[config.mk]
export PLATFORM = sky130hd
export DESIGN_NAME = fsk_word_port
export DESIGN_NICKNAME = d
export VERILOG_FILES = /design/src/rtl/fsk_port_pkg.sv /design/src/rtl/fsk_edge_sync.sv /design/src/rtl/fsk_char_framer.sv /design/src/rtl/fsk_shift_out.sv /design/src/rtl/fsk_word_port.sv
export SDC_FILE = /design/constraint.sdc
export NUM_CORES = 1
export LEC_CHECK = 0
export BUFFER_PORTS_ARGS = -buffer_cell sky130_fd_sc_hd__buf_2
export CAP_MARGIN = 20
export CORE_MARGIN = 5
export CORE_UTILIZATION = 45
export DETAILED_ROUTE_END_ITERATION = 8
export PLACE_DENSITY = 0.58
export SYNTH_ARGS = -nofsm -noshare
export SYNTH_HDL_FRONTEND = slang
export SYNTH_SLANG_ARGS = --single-unit
[constraint.sdc]
create_clock -name clk -period 3.1 [get_ports clk]
set_input_delay 0.31 -clock clk [delete_from_list [all_inputs] [get_ports clk]]
set_output_delay 0.31 -clock clk [all_outputs]
set_load 0.02 [all_outputs]
[src/rtl/fsk_port_pkg.sv]
package fsk_port_pkg;

    localparam int unsigned CHAR_BITS = 8;

    typedef enum logic [1:0] {
        FR_IDLE,
        FR_START,
        FR_DATA,
        FR_STOP
    } frame_state_e;

    typedef struct packed {
        logic                 valid;
        logic [CHAR_BITS-1:0] data;
    } char_t;

    // Clocks from a bit edge to its centre.
    function automatic int unsigned centre_offset(input int unsigned clks_per_bit);
        return clks_per_bit / 2;
    endfunction

endpackage

[src/rtl/fsk_edge_sync.sv]
module fsk_edge_sync #(
    parameter int unsigned STAGES = 2
) (
    input  logic clk,
    input  logic rst,
    input  logic async_i,
    output logic rise_o
);
    logic [STAGES-1:0] chain_q;
    logic              last_q;

    always_ff @(posedge clk) begin
        if (rst) begin
            chain_q <= '0;
            last_q  <= 1'b0;
        end else begin
            chain_q[0] <= async_i;
            for (int i = 1; i < STAGES; i++) begin
                chain_q[i] <= chain_q[i-1];
            end
            last_q <= chain_q[STAGES-1];
        end
    end

    assign rise_o = chain_q[STAGES-1] & ~last_q;

endmodule

[src/rtl/fsk_char_framer.sv]
module fsk_char_framer
    import fsk_port_pkg::*;
#(
    parameter int unsigned CLKS_PER_BIT = 2983
) (
    input  logic  clk,
    input  logic  rst,
    input  logic  enable_i,
    input  logic  line_i,
    output char_t char_o
);
    localparam int unsigned CW   = $clog2(CLKS_PER_BIT + 1);
    localparam int unsigned NW   = $clog2(CHAR_BITS + 1);
    localparam int unsigned HALF = centre_offset(CLKS_PER_BIT);
    localparam logic [CW-1:0] HALF_M1 = CW'(HALF - 1);
    localparam logic [CW-1:0] FULL_M1 = CW'(CLKS_PER_BIT - 1);
    localparam logic [NW-1:0] LAST_BIT = NW'(CHAR_BITS - 1);

    frame_state_e         st_q;
    logic [CW-1:0]        cnt_q;
    logic [NW-1:0]        nbit_q;
    logic [CHAR_BITS-1:0] sh_q;
    logic                 prev_q;
    logic                 valid_q;

    always_ff @(posedge clk) begin
        if (rst) begin
            st_q    <= FR_IDLE;
            cnt_q   <= '0;
            nbit_q  <= '0;
            sh_q    <= '0;
            prev_q  <= 1'b1;
            valid_q <= 1'b0;
        end else begin
            valid_q <= 1'b0;
            prev_q  <= line_i;
            if (!enable_i) begin
                st_q   <= FR_IDLE;
                prev_q <= 1'b1;
            end else begin
                unique case (st_q)
                    FR_IDLE: begin
                        if (prev_q && !line_i) begin
                            st_q  <= FR_START;
                            cnt_q <= HALF_M1;
                        end
                    end
                    FR_START: begin
                        if (cnt_q == '0) begin
                            if (!line_i) begin
                                st_q   <= FR_DATA;
                                cnt_q  <= FULL_M1;
                                nbit_q <= '0;
                            end else begin
                                st_q <= FR_IDLE;
                            end
                        end else begin
                            cnt_q <= cnt_q - 1'b1;
                        end
                    end
                    FR_DATA: begin
                        if (cnt_q == '0) begin
                            sh_q  <= {line_i, sh_q[CHAR_BITS-1:1]};
                            cnt_q <= FULL_M1;
                            if (nbit_q == LAST_BIT) begin
                                st_q <= FR_STOP;
                            end else begin
                                nbit_q <= nbit_q + 1'b1;
                            end
                        end else begin
                            cnt_q <= cnt_q - 1'b1;
                        end
                    end
                    FR_STOP: begin
                        if (cnt_q == '0) begin
                            valid_q <= line_i;
                            st_q    <= FR_IDLE;
                        end else begin
                            cnt_q <= cnt_q - 1'b1;
                        end
                    end
                    default: st_q <= FR_IDLE;
                endcase
            end
        end
    end

    assign char_o.valid = valid_q;
    assign char_o.data  = sh_q;

    // a dropped carrier returns the framer to idle
    p_gate_idle_r8: assert property (@(posedge clk) disable iff (rst)
        !enable_i |=> (st_q == FR_IDLE));

    // characters only complete under carrier
    p_valid_carrier_r8: assert property (@(posedge clk) disable iff (rst)
        valid_q |-> $past(enable_i));

    // a completed character had a high stop sample
    p_stop_high_r10: assert property (@(posedge clk) disable iff (rst)
        valid_q |-> $past(line_i));

endmodule

[src/rtl/fsk_shift_out.sv]
module fsk_shift_out
    import fsk_port_pkg::*;
#(
    parameter int unsigned HOLD_CLKS = 1491
) (
    input  logic                 clk,
    input  logic                 rst,
    input  logic                 load_i,
    input  logic [CHAR_BITS-1:0] word_i,
    input  logic                 shift_i,
    output logic                 data_o,
    output logic                 ready_n_o
);
    localparam int unsigned TW = $clog2(HOLD_CLKS + 1);
    localparam int unsigned IW = $clog2(CHAR_BITS + 1);
    localparam logic [TW-1:0] HOLD_M1 = TW'(HOLD_CLKS - 1);
    localparam logic [IW-1:0] ALL_OUT = IW'(CHAR_BITS);

    logic [CHAR_BITS-1:0] sh_q;
    logic [IW-1:0]        idx_q;
    logic [TW-1:0]        tmr_q;
    logic                 out_q;
    logic                 rdy_n_q;

    always_ff @(posedge clk) begin
        if (rst) begin
            sh_q    <= '0;
            idx_q   <= ALL_OUT;
            tmr_q   <= '0;
            out_q   <= 1'b1;
            rdy_n_q <= 1'b1;
        end else if (load_i) begin
            sh_q    <= word_i;
            idx_q   <= '0;
            tmr_q   <= HOLD_M1;
            rdy_n_q <= 1'b0;
        end else begin
            if (shift_i && (idx_q < ALL_OUT)) begin
                out_q <= sh_q[0];
                sh_q  <= {1'b0, sh_q[CHAR_BITS-1:1]};
                idx_q <= idx_q + 1'b1;
            end
            if (!rdy_n_q) begin
                if (shift_i || (tmr_q == '0)) begin
                    rdy_n_q <= 1'b1;
                end else begin
                    tmr_q <= tmr_q - 1'b1;
                end
            end
        end
    end

    assign data_o    = out_q;
    assign ready_n_o = rdy_n_q;

    // Checker: length of the current low run of the ready strobe.
    logic [TW:0] low_run_q;
    always_ff @(posedge clk) begin
        if (rst || rdy_n_q || load_i) begin
            low_run_q <= '0;
        end else begin
            low_run_q <= low_run_q + 1'b1;
        end
    end

    // the ready strobe never outlasts the half-bit hold
    p_ready_hold_r6: assert property (@(posedge clk) disable iff (rst)
        low_run_q <= (TW+1)'(HOLD_CLKS));

    // a host edge during ready clears it
    p_clear_on_clk_r5: assert property (@(posedge clk) disable iff (rst)
        (!rdy_n_q && shift_i && !load_i) |=> rdy_n_q);

    // ready falls only on a load
    p_ready_load_r3: assert property (@(posedge clk) disable iff (rst)
        $fell(rdy_n_q) |-> $past(load_i));

    // once all bits are out, the data pin holds
    p_ignore_extra_r7: assert property (@(posedge clk) disable iff (rst)
        ((idx_q == ALL_OUT) && !load_i) |=> $stable(out_q));

endmodule

[src/rtl/fsk_word_port.sv]
module fsk_word_port
    import fsk_port_pkg::*;
#(
    parameter int unsigned CLKS_PER_BIT = 2983,
    parameter int unsigned SYNC_STAGES  = 2
) (
    input  logic clk,
    input  logic rst,
    input  logic fsk_bit_i,
    input  logic carrier_ok_i,
    input  logic mode_sel_i,
    input  logic host_clk_i,
    output logic data_o,
    output logic ready_n_o
);
    localparam int unsigned HOLD_CLKS = centre_offset(CLKS_PER_BIT);

    char_t rx_char;
    logic  host_rise;
    logic  load;
    logic  word_bit;

    fsk_edge_sync #(
        .STAGES (SYNC_STAGES)
    ) u_sync (
        .clk     (clk),
        .rst     (rst),
        .async_i (host_clk_i),
        .rise_o  (host_rise)
    );

    fsk_char_framer #(
        .CLKS_PER_BIT (CLKS_PER_BIT)
    ) u_framer (
        .clk      (clk),
        .rst      (rst),
        .enable_i (carrier_ok_i),
        .line_i   (fsk_bit_i),
        .char_o   (rx_char)
    );

    assign load = rx_char.valid & mode_sel_i;

    fsk_shift_out #(
        .HOLD_CLKS (HOLD_CLKS)
    ) u_shift (
        .clk       (clk),
        .rst       (rst),
        .load_i    (load),
        .word_i    (rx_char.data),
        .shift_i   (host_rise),
        .data_o    (word_bit),
        .ready_n_o (ready_n_o)
    );

    always_comb begin
        if (mode_sel_i) begin
            data_o = word_bit;
        end else begin
            data_o = carrier_ok_i ? fsk_bit_i : 1'b1;
        end
    end

    // no character is loaded in direct mode
    p_no_load_direct_r1: assert property (@(posedge clk) disable iff (rst)
        !mode_sel_i |-> !load);

endmodule

==> results.toml, run 1 <==
[power]
ir_worst_vdd_v = 0.000260
p_leak_nw = 1.11
pwr_density_cell_nw_per_um2 = 439
total_power_mw = 1.30

[clocking]
cts_tree = "done"
ctsHoldBuffers = 0
clock_latency_ns = 0.31
numCtsBuffers = 5
cts.reportedPaths.clkPinSlew_ns = 0.10
post_cts_buffers = 0
cts_resized = 0
cts_buffer_depth = 2
htreeDepth = 2
clock-sinks = 56
cts_root_buffer = "clkbuf_8"

[yosys]
synth_flop_cell = "dfxtp_1"
synthMuxAreaShare_pct = 3.61
synth_compound_area_share_pct = 20.2
synth_cell_types = 56
synth_edf_count = 0
syn_nets = 345
syn_area_sq_um = 2800
synthSimpleGateAreaFrac_pct = 24.1
synth_top_family_by_area = "simple AND/OR/NAND/NOR gates"
avgSynthCellArea_sq_um = 8.50
synth_xor_area_share_pct = 3.44
yosysWarnings = 0
synth-seq-cells = 56
synthAdderAreaFrac_pct = 4.02
async_reset_ff_share_pct = 0
syn_inst = 330
synth-seq-area-share_pct = 40.0

[critical_path]
startpoint = "u_framer.cnt_q[0]"
r2r_cells = 7
crit_path_top_delay_cell = "or4_4"
max_stage_delay_ns = 0.60
r2r_slack_ns = 0.57
worstReg2RegStart = "u_framer.cnt_q[0]"
critPathRequiredTime_ns = 3.34
crit_chain = "inv_1 > ha_1 > or3b_2 > or4_4 > o211ai_2 > nor3_1 > a211oi_2"
path_class = "reg -> reg"
cp_max_fo = 11
arrival_ns = 2.77
critical_path.endpoint = "u_framer.cnt_q[1]"
worst_setup_path_end_kind = "flop"
start_kind = "flop"
r2r_end = "u_framer.cnt_q[1]"

[die]
die_area_sq_um = 7910
coreArea_sq_um = 5990
rows = 28
start_util_pct = 46.8
dieHeight_um = 88.9
io_pins = 8
die_x_um = 88.9

[sta]
hold_viol_final = 0
period_share_pct = 81.6
timing.slew.headroom_pct = 57.1
rsz0062_at_grt = "false"
finalMaxSlewViolations = 0
fin_tns_setup_ns = 0
max_freq_mhz = 395
setup_violations = 0
fin_ws_ns = 0.570
fin_skew_ns = 0.00835
holdWs_ns = 0.227
max_slew.worst_pin.slew_ns = 0.641
timing.final.crit_period_ns = 2.53

[routing]
wl_per_cell_um = 13.8
antenna_left = 0
first_iter_violations = 123
drt-total-wl_um = 5620
drc = 0
dr.pass1.iters = 4
viasPerCell = 5.57
vias = 2260

[global_route]
antenna_found_initial = 0
track_usage_pct = 16.0
grt_pass1_wl_um = 10200
grt_max_degree = 28
first_global_vias = 2226
overflow = 0

[status]
outcome = "completed"

[final_layout]
nNetsFinal = 345
n_antenna_cell = 0
area_delta_synth_final_pct = 5.89
drive_gt1_share_pct = 9.97
nFillCells = 604

[placement]
place_ws_ns = 0.593
gp_congestion = 0.835
dp_hpwl_um = 3890
port_buffers = 7

[run]
cap_violations = 0

[min_path]
min_path_type = "in -> reg"
==> flip-flops by register name, indices dropped and copies added, names as in the netlist, named ones only <==
| signal | cells |
|---|---|
| u_framer.cnt_q | 12 |
| u_framer.nbit_q | 4 |
| u_framer.prev_q | 1 |
| u_framer.sh_q | 8 |
| u_framer.st_q | 1 |
| u_framer.valid_q | 1 |
| u_shift.data_o | 1 |
| u_shift.idx_q | 4 |
| u_shift.ready_n_o | 1 |
| u_shift.sh_q | 8 |
| u_shift.tmr_q | 11 |
| u_sync.chain_q | 2 |
| u_sync.last_q | 1 |
==> worst max-delay path: cells and delay by family (launching register included) <==
kind,cells,cell delay [ns]
simple gates,3,1.21
compound gates,2,0.63
flops,1,0.33
buf+inv,1,0.13
fa+ha+maj,1,0.16
==> per-layer routing <==
layer,share of wire [%],global-route usage [%],vias to the layer above
met5,0,0,-
met4,0.52,5.28,0
met3,2.4,2.76,2
met2,44,25.6,18
met1,53,22.0,1061
li1,-,-,1179
==> Yosys cell counts (2+ instances only) <==
library cell,count,area share [%]
and3_1,3,0.67
o21ai_0,5,0.89
nor4_1,2,0.45
mux2i_1,9,3.2
xor2_1,8,2.5
o31ai_2,2,0.89
ha_1,9,4.0
nand2b_1,4,0.89
o41ai_1,2,0.62
a21oi_1,31,5.5
a31oi_1,5,1.1
buf_1,3,0.40
nand3b_1,3,0.80
nor2b_1,8,1.8
nor3_1,14,2.5
nand4_1,8,1.8
clkbuf_1,12,1.6
o311a_1,2,0.71
xnor2_1,3,0.94
inv_1,13,1.7
or3b_2,2,0.62
or4_4,2,0.80
a211oi_1,9,2.4
nor2_1,30,4.0
dfxtp_1,56,40
and2_1,2,0.45
o31ai_1,2,0.54
a311oi_1,2,0.62
nand3_1,8,1.4
nand2_1,38,5.1
buf_6,2,0.80
or3_1,3,0.67
a21o_1,5,1.3
==> through the flow <==
stage | instance area [sq um] | utilization (%) | instances
2_1_floorplan | 2800 | - | 330
3_3_place_gp | 2880 | 48.1 | 398
3_5_place_dp | 2880 | 48.1 | 398
4_1_cts | 2970 | 49.6 | 406
5_1_grt | 2970 | 49.6 | 406
6_report | 2970 | 49.6 | 406
==> cell usage in the layout (no fill, tap or decap), types with 2 or more instances in the layout <==
| master | Yosys | layout |
|---|---|---|
| a211oi_1 | 9 | 9 |
| a21o_1 | 5 | 5 |
| a21oi_1 | 31 | 31 |
| a311oi_1 | 2 | 2 |
| a31oi_1 | 5 | 5 |
| and2_1 | 2 | 2 |
| and3_1 | 3 | 3 |
| buf_2 | 1 | 7 |
| buf_4 | 0 | 4 |
| clkbuf_8 | 0 | 5 |
| dfxtp_1 | 56 | 56 |
| ha_1 | 9 | 9 |
| inv_1 | 13 | 13 |
| mux2i_1 | 9 | 9 |
| nand2_1 | 38 | 38 |
| nand2b_1 | 4 | 4 |
| nand3_1 | 8 | 8 |
| nand3b_1 | 3 | 3 |
| nand4_1 | 8 | 8 |
| nor2_1 | 30 | 30 |
| nor2b_1 | 8 | 8 |
| nor3_1 | 14 | 14 |
| nor4_1 | 2 | 2 |
| o21ai_0 | 5 | 5 |
| o311a_1 | 2 | 2 |
| o31ai_1 | 2 | 2 |
| o31ai_2 | 2 | 2 |
| o41ai_1 | 2 | 2 |
| or3_1 | 3 | 3 |
| or3b_2 | 2 | 2 |
| or4_4 | 2 | 2 |
| xnor2_1 | 3 | 3 |
| xor2_1 | 8 | 8 |
==> power by group <==
part	leakage, nW	internal [mW]	switching (mW)	total (mW)
registers	0.453	0.730	0.00939	0.739
clock network	0.0445	0.161	0.245	0.406
logic	0.610	0.0552	0.102	0.157
==> cell families after synthesis <==
logic type | count (synthesis)
muxes | 10
DFF | 56
and+or+nand+nor | 132
xor gates and xnor gates | 11
AOI/OAI and AO/OA | 81
buffers and inverters | 31
adders and majority gates | 9
==> worst min-delay path by stage <==
stage                      startpoint           endpoint  slack [ns]  cells after the start
floorplan                   fsk_bit_i    u_framer.prev_q        0.41                      1
global placement    u_sync.chain_q[0]  u_sync.chain_q[1]        0.44                      1
detailed placement  u_sync.chain_q[0]  u_sync.chain_q[1]        0.43                      1
CTS                        host_clk_i  u_sync.chain_q[0]        0.23                      2
global route               host_clk_i  u_sync.chain_q[0]        0.23                      2
finish                     host_clk_i  u_sync.chain_q[0]        0.23                      2
==> area by class of cell <==
| cell class | instances | area, sq um | share of cell area [%] |
|---|---|---|---|
| Multi-Input combinational cell | 243 | 1550 | 52.2 |
| Sequential cell | 56 | 1120 | 37.8 |
| Clock inverter | 3 | 21.3 | 0.716 |
| Clock buffer | 5 | 68.8 | 2.32 |
| Tap cell | 75 | 93.8 | 3.16 |
| Inverter | 13 | 48.8 | 1.64 |
| Timing Repair Buffer | 11 | 65.1 | 2.19 |
No activity file was read; power rests on OpenSTA's default activity.
==> inputs of run 2 (changes only) <==
- ABC_AREA: default -> 1
- PLACE_DENSITY: 0.58 -> 0.6
- clock period: 3.1 -> 2.2 ns (I/O delays scaled with it)
==> results.toml, run 2 <==
[yosys]
async_reset_ff_share_pct = 0
syn_inst = 395
avgSynthCellArea_sq_um = 7.25
synth_flop_cell = "dfxtp_1"
synth_edf_count = 0
yosysMostFrequentCell = "nand2_1"
synth_cell_types = 37
synthTopCellsByCount = "nand2_1, dfxtp_1, inv_1, nor2_1, a21oi_1"
yosys.area.top_type = "dfxtp_1"
syn_area_sq_um = 2860
synth_top_cell_area_share_pct = 39.2
synth-seq-cells = 56
syn_nets = 410
synth-seq-area-share_pct = 39.2
yosysWarnings = 0
synthTopCellsByArea = "dfxtp_1, nand2_1, a21oi_1"

[final_layout]
area_delta_synth_final_pct = 7.30
multi_input_area_sq_um = 1550
final_cell_mix = "nand2_1, dfxtp_1, inv_1, nor2_1, a21oi_1"
largest_register_ffs = 12
nNetsFinal = 420
drive_gt1_share_pct = 12.1
top_register = "u_framer.cnt_q"
reg.largest.list = "u_framer.cnt_q: 12 flops, u_shift.tmr_q: 11 flops"
layout_commonest_cell = "nand2_1"
ff_latch_area_sq_um = 1120
n_antenna_cell = 0
nFillCells = 653

[critical_path]
start_kind = "flop"
crit_path_top_delay_cell = "dfxtp_1"
arrival_ns = 2.06
r2r_slack_ns = 0.39
crit_family = "simple AND/OR/NAND/NOR gates"
r2r_cells = 9
worstReg2RegStart = "u_framer.st_q[0]"
critical_path.endpoint = "u_framer.cnt_q[9]"
cp_max_fo = 7
critPathRequiredTime_ns = 2.45
path_class = "reg -> reg"
crit_chain = "inv_1 > ha_1 > inv_1 > a21oi_2 > nor2_1 > nand3_2 > nor2_2 > nand2_1 > a21oi_1"
startpoint = "u_framer.st_q[0]"
worst_setup_path_end_kind = "flop"
r2r_end = "u_framer.cnt_q[9]"
crit_cells = 9
cp_num_buf_inv = 2
crit_top_cell = "inv_1"
max_stage_delay_ns = 0.43

[placement]
port_buffers = 7
gp_congestion = 0.823
dp_hpwl_um = 4330

[power]
pwr_density_cell_nw_per_um2 = 627
p_leak_nw = 1.29
total_power_mw = 1.93
ir_worst_vdd_v = 0.000287

[routing]
drc = 0
wl_per_cell_um = 12.1
viasPerCell = 5.12
antenna_left = 0
vias = 2473
dr.pass1.iters = 5
dr_wl_met3_um = 204
wl_met2_um = 2630
first_iter_violations = 88
highest_layer = "met4"
drt-total-wl_um = 5850
wl_met1_um = 2960

[clocking]
ctsHoldBuffers = 0
clock_latency_ns = 0.31
cts_root_buffer = "clkbuf_8"
cts.reportedPaths.clkPinSlew_ns = 0.11
htreeDepth = 2
clock-sinks = 56
cts_resized = 0
post_cts_buffers = 0
cts_tree = "done"
numCtsBuffers = 5
cts_buffer_depth = 2

[sta]
timing.slew.headroom_pct = 75.0
max_freq_mhz = 553
fin_skew_ns = 0.00965
setup_violations = 0
rsz0062_at_grt = "false"
max_slew.worst_pin.slew_ns = 0.375
timing.final.crit_period_ns = 1.81
period_share_pct = 82.2
holdWs_ns = 0.109
finalMaxSlewViolations = 0
hold_viol_final = 0
fin_tns_setup_ns = 0

[global_route]
grt_pass1_wl_um = 10500
grt_max_degree = 23
overflow = 0
track_usage_pct = 15.2
antenna_found_initial = 0
first_global_vias = 2340

[die]
die_area_sq_um = 8060
rows = 29
io_pins = 8
start_util_pct = 45.6
die_x_um = 89.8
coreArea_sq_um = 6280
dieHeight_um = 89.8

[min_path]
min_path_type = "in -> reg"

[run]
cap_violations = 0

[status]
outcome = "completed"
run 2: worst register-to-register path, cell delays in order, from the launching register on:
cell,delay (ns)
dfxtp_1,0.43
inv_1,0.09
ha_1,0.19
inv_1,0.14
a21oi_2,0.07
nor2_1,0.25
nand3_2,0.21
nor2_2,0.17
nand2_1,0.08
a21oi_1,0.11
run 2: worst min path at each step:
stage | startpoint | end | cells past startpoint
floorplan | rst | u_shift.sh_q[0] | 1
global placement | u_sync.chain_q[0] | u_sync.chain_q[1] | 2
detailed placement | u_sync.chain_q[0] | u_sync.chain_q[1] | 2
CTS | host_clk_i | u_sync.chain_q[0] | 3
global route | host_clk_i | u_sync.chain_q[0] | 3
finish | host_clk_i | u_sync.chain_q[0] | 3
run 2: area by class of cell:
class                           instances  share of cell area, %
Sequential cell                        56                   36.5
Timing Repair Buffer                   10                   1.87
Inverter                               41                   5.13
Tap cell                               77                   3.14
Clock buffer                            5                   2.24
Clock inverter                          3                  0.692
Multi-Input combinational cell        291                   50.4
run 2: routing by layer:
metal | GRT usage [%] | up-vias
met1 | 20.6 | 1117
met4 | 4.28 | 0
met2 | 24.2 | 43
met5 | 0 | -
met3 | 3.34 | 6
li1 | - | 1307
run 2: kinds of logic (layout without fill, tap and decap cells):
| group | count (synthesis) | in the layout | share of synthesized area, % |
|---|---|---|---|
| simple gates | 206 | 206 | 34.4 |
| compound gates | 66 | 66 | 12.8 |
| flops | 56 | 56 | 39.2 |
| buf+inv | 48 | 59 | 6.73 |
| xor+xnor | 10 | 10 | 3.06 |
| fa+ha+maj | 9 | 9 | 3.93 |
run 2: through the flow:
stage	std cells	utilization, %	instance area [sq um]	setup WS (ns)
after detailed placement	475	47.5	2980	0.443
final	483	48.9	3070	0.391
after floorplan	395	-	2860	0.640
after global placement	475	47.5	2980	0.514
after global routing	483	48.9	3070	0.229
after CTS	483	48.9	3070	0.409
run 2: report_power, final:
part	internal, mW	switching (mW)	leakage, nW	total, mW
clock	0.227	0.345	0.0445	0.572
sequential	1.03	0.0198	0.454	1.05
combinational	0.107	0.194	0.788	0.301
==> inputs of run 3 (changes only) <==
- ABC_AREA: 1 -> 0
- PLACE_DENSITY: 0.6 -> 0.58
- clock period: 2.2 -> 1.9 ns (I/O delays scaled with it)
==> results.toml, run 3 (same netlist as run 1, synthesis figures left out) <==
[sta]
rsz0062_at_grt = "true"
fin_ws_ns = -0.182
hold_viol_final = 0
finalMaxSlewViolations = 0
holdWs_ns = 0.0906
timing.final.crit_period_ns = 2.08
setup_violations = 25
max_freq_mhz = 480
max_slew.worst_pin.slew_ns = 0.650
timing.slew.headroom_pct = 56.2
period_share_pct = 110
fin_skew_ns = 0.00660

[placement]
gp_congestion = 0.903
dp_hpwl_um = 4530
placed_cell_area_sq_um = 3180
port_buffers = 7
dpl.cell_count = 436

[die]
coreArea_sq_um = 5990
die_area_sq_um = 7910
start_util_pct = 46.8
die_x_um = 88.9
dieHeight_um = 88.9
rows = 28
io_pins = 8

[min_path]
min_path_cells = 2
min_path_type = "in -> reg"
hp-start = "host_clk_i"
hold_end = "u_sync.chain_q[0]"

[final_layout]
area_delta_synth_final_pct = 18.1
final_cell_mix = "dfxtp_1, buf_4, nand2_1"
instances_no_fill = 445
drive_gt1_share_pct = 23.2
top_register = "u_framer.cnt_q"
largest_register_ffs = 12
layout_commonest_cell = "dfxtp_1"
postLayoutCellArea_sq_um = 3310
nNetsFinal = 384
reg.largest.list = "u_framer.cnt_q: 12 flops, u_shift.tmr_q: 11 flops"
nFillCells = 565
n_antenna_cell = 0
final_util_pct = 55.3

[critical_path]
worstReg2RegStart = "u_framer.cnt_q[10]"
crit_top_cell = "or4_4"
crit_path_top_delay_cell = "or4_4"
r2r_cells = 6
path_class = "reg -> reg"
max_stage_delay_ns = 0.56
critPathRequiredTime_ns = 2.13
cp_max_fo = 8
crit_family = "simple AND/OR/NAND/NOR gates"
r2r_end = "u_framer.cnt_q[4]"
arrival_ns = 2.32
start_kind = "flop"
crit_chain = "or4_4 > or4_4 > o211ai_2 > buf_6 > nor2_2 > a211oi_2"
worst_setup_path_end_kind = "flop"
cp_num_buf_inv = 1
r2r_slack_ns = -0.18

[clocking]
cts_buffer_depth = 2
numCtsBuffers = 5
clock-sinks = 56
cts.reportedPaths.clkPinSlew_ns = 0.10
ctsHoldBuffers = 0
cts_tree = "done"
clock_latency_ns = 0.31
cts_root_buffer = "clkbuf_8"
htreeDepth = 2

[power]
p_int_mw = 1.63
p_seq_share_pct = 53.5
combPwrFrac_pct = 16.5
ir_worst_vdd_v = 0.000339
swShare_pct = 27.5
p_switching_uw = 618
pwr_density_cell_nw_per_um2 = 678
pwr-share-clk_pct = 29.9
p_leak_nw = 1.31

[status]
outcome = "finished, violations left"
failed_checks = "setup timing"

[routing]
vias = 2439
dr.pass1.iters = 4
drc = 0
antenna_left = 0
viasPerCell = 5.48
first_iter_violations = 125
drt-total-wl_um = 6370
wl_per_cell_um = 14.3

[run]
cap_violations = 0

[global_route]
overflow = 0
track_usage_pct = 17.4
grt_max_degree = 27
first_global_vias = 2284
grt_pass1_wl_um = 10900
antenna_found_initial = 0
==> run 3: cell count changes in the layout (fill, tap and decap cells not counted), moves of 9 or more <==
cell,previous run,this run
o21ai_0,20,4
nor3_1,3,14
nand2_1,102,38
mux2i_1,0,9
buf_4,3,41
nor2_1,38,29
inv_1,38,11
nand3_1,26,8
==> run 3: area by class of cell <==
class	count	area, sq um	share of cell area [%]
multi-input cells	243	1590	47.9
clock inverters	3	22.5	0.680
clock buffers	5	68.8	2.08
well taps	75	93.8	2.83
repair buffers	50	365	11.0
inverters	13	48.8	1.47
flip-flops and latches	56	1130	34.0
==> run 3: worst max-delay path by stage <==
stage	startpoint	end	slack, ns	depth (start not counted)
6_report	u_framer.cnt_q[10]	u_framer.cnt_q[4]	-0.18	6
3_5_place_dp	u_framer.cnt_q[10]	u_framer.cnt_q[4]	-0.21	6
5_1_grt	u_framer.cnt_q[10]	u_framer.cnt_q[4]	-0.28	6
2_1_floorplan	u_framer.cnt_q[9]	u_framer.cnt_q[7]	-0.18	6
3_3_place_gp	u_framer.cnt_q[10]	u_framer.cnt_q[4]	-0.16	6
4_1_cts	u_framer.cnt_q[0]	u_framer.cnt_q[4]	-0.22	8
==> run 3: power groups by stage <==
stage	clock network, mW	logic [mW]	registers [mW]
after global placement	0	0.352	1.23
final	0.672	0.371	1.20
after CTS	0.701	0.361	1.20
after detailed placement	0	0.353	1.23
after floorplan	0	0.223	1.23
after global routing	0.750	0.408	1.20
==> run 3: metrics by stage <==
stage	setup TNS (ns)	power, mW	setup WS [ns]
4_1_cts	-4.03	2.26	-0.222
2_1_floorplan	-2.24	1.45	-0.176
3_3_place_gp	-2.39	1.58	-0.155
6_report	-2.87	2.24	-0.182
3_5_place_dp	-3.10	1.58	-0.208
5_1_grt	-5.03	2.36	-0.281
==> run 3: per-layer routing <==
| metal | GRT usage [%] | up-vias | share of wire, % |
|---|---|---|---|
| li1 | - | 1253 | - |
| met1 | 25.2 | 1137 | 51 |
| met2 | 26.5 | 42 | 44 |
| met3 | 3.59 | 7 | 4.1 |
| met4 | 4.87 | 0 | 1.1 |
| met5 | 0 | - | 0 |
==> run 3: worst register-to-register path, stage by stage, from the launching register on <==
cell and delay, ns:
dfxtp_1 0.33, or4_4 0.53, or4_4 0.56, o211ai_2 0.23, buf_6 0.15, nor2_2 0.04, a211oi_2 0.17
==> run 3: what timing repair did <==
item / 4_1_cts / 5_1_grt
setup endpoints to repair: 25 / 27
hold endpoints to repair: 0 / 0
setup buffers: 1 / 1
gates resized for setup: 9 / 3
pin swaps: 10 / 6
